<file path="config.mk">
export PLATFORM = sky130hd
export DESIGN_NAME = mash_dither
export DESIGN_NICKNAME = d
export VERILOG_FILES = /design/src/rtl/mash_pkg.sv /design/src/rtl/mash_accum.sv /design/src/rtl/mash_recomb.sv /design/src/rtl/mash_dither.sv
export SDC_FILE = /design/constraint.sdc
export NUM_CORES = 1
export LEC_CHECK = 0
export ABC_AREA = 0
export BUFFER_PORTS_ARGS = -buffer_cell sky130_fd_sc_hd__buf_2
export CAP_MARGIN = 15
export CELL_PAD_IN_SITES_DETAIL_PLACEMENT = 1
export CELL_PAD_IN_SITES_GLOBAL_PLACEMENT = 2
export CORE_ASPECT_RATIO = 0.5
export CORE_MARGIN = 2
export CORE_UTILIZATION = 35
export DETAILED_ROUTE_END_ITERATION = 10
export PLACE_DENSITY = 0.81
export SLEW_MARGIN = 30
export SYNTH_ARGS = -nofsm -noshare
export SYNTH_HDL_FRONTEND = slang
export SYNTH_SLANG_ARGS = --single-unit
</file>
<file path="constraint.sdc">
create_clock -name clk -period 10.4 [get_ports clk]
set_clock_uncertainty 0.05 [all_clocks]
set_input_delay 0.52 -clock clk [delete_from_list [all_inputs] [get_ports clk]]
set_output_delay 0.52 -clock clk [all_outputs]
set_load 0.01 [all_outputs]
</file>
<file path="src/rtl/mash_pkg.sv">
package mash_pkg;

    // Noise-shaping order codes, as seen on order_sel
    typedef enum logic [1:0] {
        ORD_OFF   = 2'd0,
        ORD_ONE   = 2'd1,
        ORD_TWO   = 2'd2,
        ORD_THREE = 2'd3
    } mash_order_e;

    localparam int MASH_STAGES = 3;

endpackage

</file>
<file path="src/rtl/mash_accum.sv">
// One modulo-2^W accumulator stage; residue and carry are this edge's results.
module mash_accum #(
    parameter int W = 5
) (
    input  logic         clk,
    input  logic         rst_n,
    input  logic [W-1:0] addend,
    output logic [W-1:0] residue,
    output logic         carry
);

    logic [W-1:0] acc_q;
    logic [W:0]   sum;

    assign sum     = {1'b0, acc_q} + {1'b0, addend};
    assign residue = sum[W-1:0];
    assign carry   = sum[W];

    always_ff @(posedge clk or negedge rst_n) begin
        if (!rst_n) acc_q <= '0;
        else        acc_q <= residue;
    end

endmodule

</file>
<file path="src/rtl/mash_recomb.sv">
// Delay-and-difference recombination of the stage carries, gated by order.
module mash_recomb
    import mash_pkg::*;
#(
    parameter int DW = 4
) (
    input  logic                 clk,
    input  logic                 rst_n,
    input  mash_order_e          order,
    input  logic [MASH_STAGES-1:0] cy,
    output logic signed [DW-1:0] dith
);

    logic c2_d1, c3_d1, c3_d2;
    logic signed [DW-1:0] b1, b2, p2, b3, p3, q3;
    logic signed [DW-1:0] term1, term2, term3, nxt;

    assign b1 = $signed({{(DW-1){1'b0}}, cy[0]});
    assign b2 = $signed({{(DW-1){1'b0}}, cy[1]});
    assign p2 = $signed({{(DW-1){1'b0}}, c2_d1});
    assign b3 = $signed({{(DW-1){1'b0}}, cy[2]});
    assign p3 = $signed({{(DW-1){1'b0}}, c3_d1});
    assign q3 = $signed({{(DW-1){1'b0}}, c3_d2});

    always_comb begin
        term1 = b1;
        term2 = b2 - p2;
        term3 = b3 - (p3 <<< 1) + q3;
        unique case (order)
            ORD_OFF:   nxt = '0;
            ORD_ONE:   nxt = term1;
            ORD_TWO:   nxt = term1 + term2;
            ORD_THREE: nxt = term1 + term2 + term3;
            default:   nxt = '0;
        endcase
    end

    // Carry delay lines run in every order
    always_ff @(posedge clk or negedge rst_n) begin
        if (!rst_n) begin
            c2_d1 <= 1'b0;
            c3_d1 <= 1'b0;
            c3_d2 <= 1'b0;
        end else begin
            c2_d1 <= cy[1];
            c3_d1 <= cy[2];
            c3_d2 <= c3_d1;
        end
    end

    // Output register
    always_ff @(posedge clk or negedge rst_n) begin
        if (!rst_n) dith <= '0;
        else        dith <= nxt;
    end

endmodule

</file>
<file path="src/rtl/mash_dither.sv">
module mash_dither
    import mash_pkg::*;
#(
    parameter int ACC_W  = 5,
    parameter int DITH_W = 4
) (
    input  logic                     clk,
    input  logic                     rst_n,
    input  logic [ACC_W-1:0]         frac_word,
    input  logic [1:0]               order_sel,
    output logic signed [DITH_W-1:0] dither_out
);

    logic [MASH_STAGES-1:0] carries;
    mash_order_e            order;

    assign order = mash_order_e'(order_sel);

    for (genvar g = 0; g < MASH_STAGES; g++) begin : stg
        logic [ACC_W-1:0] addend;
        logic [ACC_W-1:0] res;
        if (g == 0) begin : g_head
            assign addend = frac_word;
        end else begin : g_chain
            assign addend = stg[g-1].res;
        end
        mash_accum #(.W(ACC_W)) u_acc (
            .clk     (clk),
            .rst_n   (rst_n),
            .addend  (addend),
            .residue (res),
            .carry   (carries[g])
        );
    end

    mash_recomb #(.DW(DITH_W)) u_recomb (
        .clk   (clk),
        .rst_n (rst_n),
        .order (order),
        .cy    (carries),
        .dith  (dither_out)
    );

endmodule

</file>
* Word-level counts from Yosys, hierarchy flattened *
Cells that the tools add are included.

word-level totals
  input bits = 9
  register bits after elaboration = 22
  output and inout port bits = 4
  word-level logic and storage cells = 20

operators by class
  $add $sub $neg = 8
  mux-type cells = 1
  reductions and logical operators = 1
  equality and inequality tests = 3

operators with widths
  cell                                           number
  adder 5 x 5 -> 6 bit                           3
  one-hot mux 4 bit (4 select lines)             1
  adder 2 x 4 -> 4 bit                           1
  adder 4 x 2 -> 4 bit                           1
  adder 4 bit                                    1
  == test 2 bit, second input constant           2
  subtractor 1 x 2 -> 3 bit                      1
  == test 2 x 1 -> 1 bit, second input constant  1
  logical NOT 2 bit                              1
  subtractor 1 x 1 -> 2 bit                      1

* Longest topological paths before layout *
  word-level depth = 7
  mapped depth = 18
  mapped depth without buffers = 18

* Cells and area by module *
From an unflattened synthesis, not the netlist that was laid out.

second synthesis, totals
  cells, all modules = 99
  area, all modules = 1237.4 um^2

modules (own cells, without submodules)
  module       cells each  area an instance (um^2)  seq. area each (um^2)  instances
  mash_accum   22          284.0                    125.1                  3
  mash_recomb  33          385.4                    175.2                  1

* Worst setup path after synthesis *
Ideal clock, no wire load.

  path type = input to register
  start = in frac_word[0]
  end = reg u_recomb.dith[1]
  setup time = 0.119 ns
  required time = 10.231 ns
  path buffers = 0
  arrival time = 3.735 ns
  cell stages on the path = 16
  path slack = 6.496 ns
  cell sequence = ha_1 fa_1 ha_1 a211oi_2 nor2_1 xor2_1 ha_1 o21ai_0 o21bai_1 a21oi_1 fa_1 inv_1 fa_1 nand2_1 o21ai_0 and2_1

on the way
  word-level cells in the longest chain between the ends = 7
  elaborated cells between the ends (all ways) = 9
  classes of those cells = 8 x add/sub; 1 x mux

ends and longest elaborated chain
  what                                RTL line           source
  from (decl)                         mash_dither.sv:9   input logic [ACC_W-1:0] frac_word,
  adder 5 x 5 -> 6 bit                mash_accum.sv:15   assign sum = {1'b0, acc_q} + {1'b0, addend};
  named net stg[0].res[1]             mash_dither.sv:21  logic [ACC_W-1:0] res;
  adder 5 x 5 -> 6 bit                mash_accum.sv:15
  named net stg[1].res[3]             mash_dither.sv:21
  adder 5 x 5 -> 6 bit                mash_accum.sv:15
  subtractor 1 x 2 -> 3 bit           mash_recomb.sv:28  term3 = b3 - (p3 <<< 1) + q3;
  adder 4 x 2 -> 4 bit                mash_recomb.sv:28
  adder 4 bit                         mash_recomb.sv:33  ORD_THREE: nxt = term1 + term2 + term3;
  one-hot mux 4 bit (4 select lines)  mash_recomb.sv:29  unique case (order)
  named net u_recomb.nxt[1]           mash_recomb.sv:16  logic signed [DW-1:0] term1, term2, term3, nxt;
  to (signal assigned)                mash_recomb.sv:54  else dith <= nxt;
  to (decl)                           mash_recomb.sv:11  output logic signed [DW-1:0] dith

The timed path passes the listed nets, and every way through them passes these cells.

* Final worst setup path *
  start = reg stg[0].u_acc.acc_q[0]
  end = reg u_recomb.dith[1]

on the way
  word-level cells in the longest chain between the ends = 7
  elaborated cells between the ends (all ways) = 9
  classes of those cells = 8 x add/sub; 1 x mux

ends and longest elaborated chain
  what                                RTL line           source
  from (decl)                         mash_accum.sv:12   logic [W-1:0] acc_q;
  from (signal assigned)              mash_accum.sv:21   else acc_q <= residue;
  adder 5 x 5 -> 6 bit                mash_accum.sv:15
  named net stg[0].res[2]             mash_dither.sv:21
  adder 5 x 5 -> 6 bit                mash_accum.sv:15
  named net stg[1].res[3]             mash_dither.sv:21
  adder 5 x 5 -> 6 bit                mash_accum.sv:15
  subtractor 1 x 2 -> 3 bit           mash_recomb.sv:28
  adder 4 x 2 -> 4 bit                mash_recomb.sv:28
  adder 4 bit                         mash_recomb.sv:33
  one-hot mux 4 bit (4 select lines)  mash_recomb.sv:29
  named net u_recomb.nxt[1]           mash_recomb.sv:16

The timed path passes the listed nets, and every way through them passes these cells.

==> results.yml <==
synthesis:
  syn_nets: 136
  synthTopCellsByArea: "dfrtp_1 (44%), ha_1 (20%), fa_1 (8.0%)"
  synth_cell_types: 20
  syn_inst: 102
  yosysTopAreaCell: "dfrtp_1"
  seq_area_frac_synth_pct: 44.0
  synth_seq_cells: 22
  yosys_warnings: 0
  avgSynthCellArea_um2: 12.3
  syn-cell-area_um2: 1250
  yosys.area.top_type_share_pct: 44.0
status:
  status: "finished clean"
grt:
  grt_overflow: 0
  antenna_found_initial: 0
  track_usage_pct: 12.1
  grt_max_degree: 23
  grt_pass1_vias: 830
  grt_pass1_wl_um: 3590
critical_path:
  cp-endpoint: "u_recomb.dith[1]$_DFF_PN0_"
  worstPathRequired_ns: 10.51
  worstPathArrival_ns: 4.07
  startpoint_type: "flop"
  worstPathMaxFanout: 4
  crit_path_end_kind: "flop"
  r2r_start: "stg[0].u_acc.acc_q[0]$_DFF_PN0_"
  reg2reg_depth: 17
  r2r_setup_slack_ns: 6.44
  startpoint: "stg[0].u_acc.acc_q[0]$_DFF_PN0_"
  timing.rr.end: "u_recomb.dith[1]$_DFF_PN0_"
  criticalPathCategory: "flop to flop"
clocking:
  cts_sinks: 22
  h-tree-depth: 1
  path_clk_slew_ns: 0.08
  post_cts_buffers: 0
  root_buffer: "clkbuf_8"
  post_cts_resized: 0
  insertion_delay_ns: 0.26
  cts_buffer_depth: 2
  numCtsBuffers: 3
  cts_tree: "yes"
  cts_hold_buffers: 0
detailed_routing:
  antenna_left: 0
  drt_pass1_iterations: 3
  routed-via-count: 795
  wirelength_um: 2130
  post-route-drc-count: 0
  wl_per_cell_um: 12.6
  viasPerCell: 4.70
  drtIter0Drc: 3
final_layout:
  layout_common_cells: "dfrtp_1 (22), ha_1 (20), buf_2 (12)"
  layout_commonest_cell: "dfrtp_1"
  syn2layout_area_growth_pct: 15.6
  final_layout_size_suffix_gt1_share_pct: 17.8
  fin_nets: 153
  fillCellCount: 393
  diodes: 0
timing:
  period_minus_slack_ns: 3.96
  hold_viol: 0
  period_share_pct: 38.1
  fmax_mhz: 252
  slew_headroom_pct: 67.5
  tns_ns: 0
  rsz0062_at_grt: "no"
  final_max_slew_viol_count: 0
  setup_viol: 0
  worst_pin_slew_ns: 0.487
floorplanning:
  rows: 15
  ioPinCount: 13
  fp.dieW_um: 88.6
  die_h_um: 46.3
  initial_core_util_pct: 36.5
  dieArea_um2: 4100
  design.core.area_um2: 3430
placed_design:
  dp_hpwl_um: 1720
  io_buffers: 12
  globalplace.congestion: 0.692
min_path:
  hp-class: "primary input to async pin"
run:
  max_cap_viol_count: 0
critical path, cell delays in order, from the launching register on:
cell      delay, ns
dfrtp_1        0.37
ha_1           0.21
fa_1           0.40
xor2_1         0.18
ha_1           0.25
a211oi_2       0.26
nor2_1         0.09
xor2_1         0.16
ha_1           0.33
o21ai_0        0.09
o21bai_1       0.16
a21oi_1        0.12
fa_1           0.43
inv_1          0.08
fa_1           0.40
nand2_1        0.06
o21ai_0        0.06
and2_1         0.15
stage by stage:
step	instances	setup WS, ns	area [um^2]	utilization, %	hold WS [ns]
finish	169	6.44	1450	42.1	0.159
global route	169	6.18	1450	42.1	0.190
CTS	169	6.40	1450	42.1	0.174
detailed placement	165	6.12	1380	40.1	0.421
global placement	165	6.18	1380	40.1	0.413
floorplan	102	6.50	1250	-	0.174
routing by layer:
| layer | global-route usage [%] | up-vias | share of wire (%) |
|---|---|---|---|
| met3 | 3.23 | 0 | 2.2 |
| met4 | 3.64 | 0 | 0 |
| met2 | 21.7 | 9 | 52 |
| met5 | 0 | - | 0 |
| met1 | 14.6 | 397 | 46 |
| li1 | - | 389 | - |
state kept, by name, summed over array words and instances, names as in the netlist:
register,flops
stg.u_acc.acc_q,15
u_recomb.dith,4
u_recomb.c2_d1,1
u_recomb.c3_d1,1
u_recomb.c3_d2,1
synthesized netlist by cell type:
cell and instances:
a31oi_1 2, nand2_1 2, o21bai_1 2, xor2_1 6
nor2_1 7, a211oi_2 3, nor2b_1 1, o31ai_2 1
a21oi_1 9, ha_1 20, o21a_1 1, o21ai_0 4
inv_1 6, fa_1 5, xnor2_1 4, nand2b_1 1
dfrtp_1 22, a21o_2 1, a21o_1 4, and2_1 1
kinds of logic after synthesis:
group	after synthesis	synth area share (%)
AO/OA/AOI/OAI	27	15.1
adder cells (fa/ha/maj)	25	28.0
flip-flops	22	44.0
AND/OR/NAND/NOR	12	4.20
XOR/XNOR	10	6.99
buffers and inverters	6	1.80
worst min-delay path by stage:
| stage | from | endpoint | depth (start not counted) |
|---|---|---|---|
| finish | rst_n | stg[0].u_acc.acc_q[4]$_DFF_PN0_ | 1 |
| detailed placement | u_recomb.c3_d1$_DFF_PN0_ | u_recomb.c3_d2$_DFF_PN0_ | 0 |
| global route | rst_n | stg[0].u_acc.acc_q[4]$_DFF_PN0_ | 1 |
| CTS | rst_n | stg[0].u_acc.acc_q[4]$_DFF_PN0_ | 1 |
| global placement | stg[2].u_acc.acc_q[0]$_DFF_PN0_ | stg[2].u_acc.acc_q[0]$_DFF_PN0_ | 1 |
| floorplan | rst_n | stg[0].u_acc.acc_q[0]$_DFF_PN0_ | 0 |
area by class of cell:
type / count / area (um^2) / area share, %
clock buffers: 3 / 41.3 / 2.85
clock inverters: 1 / 30.0 / 2.07
inverters: 6 / 22.5 / 1.56
multi-input cells: 74 / 679 / 46.9
flip-flops and latches: 22 / 551 / 38.0
well taps: 51 / 63.8 / 4.41
repair buffers: 12 / 60.1 / 4.15
Power is left out: the tool's default activity adds up to more than one toggle a clock period on the data nets, which glitch-free logic cannot reach.
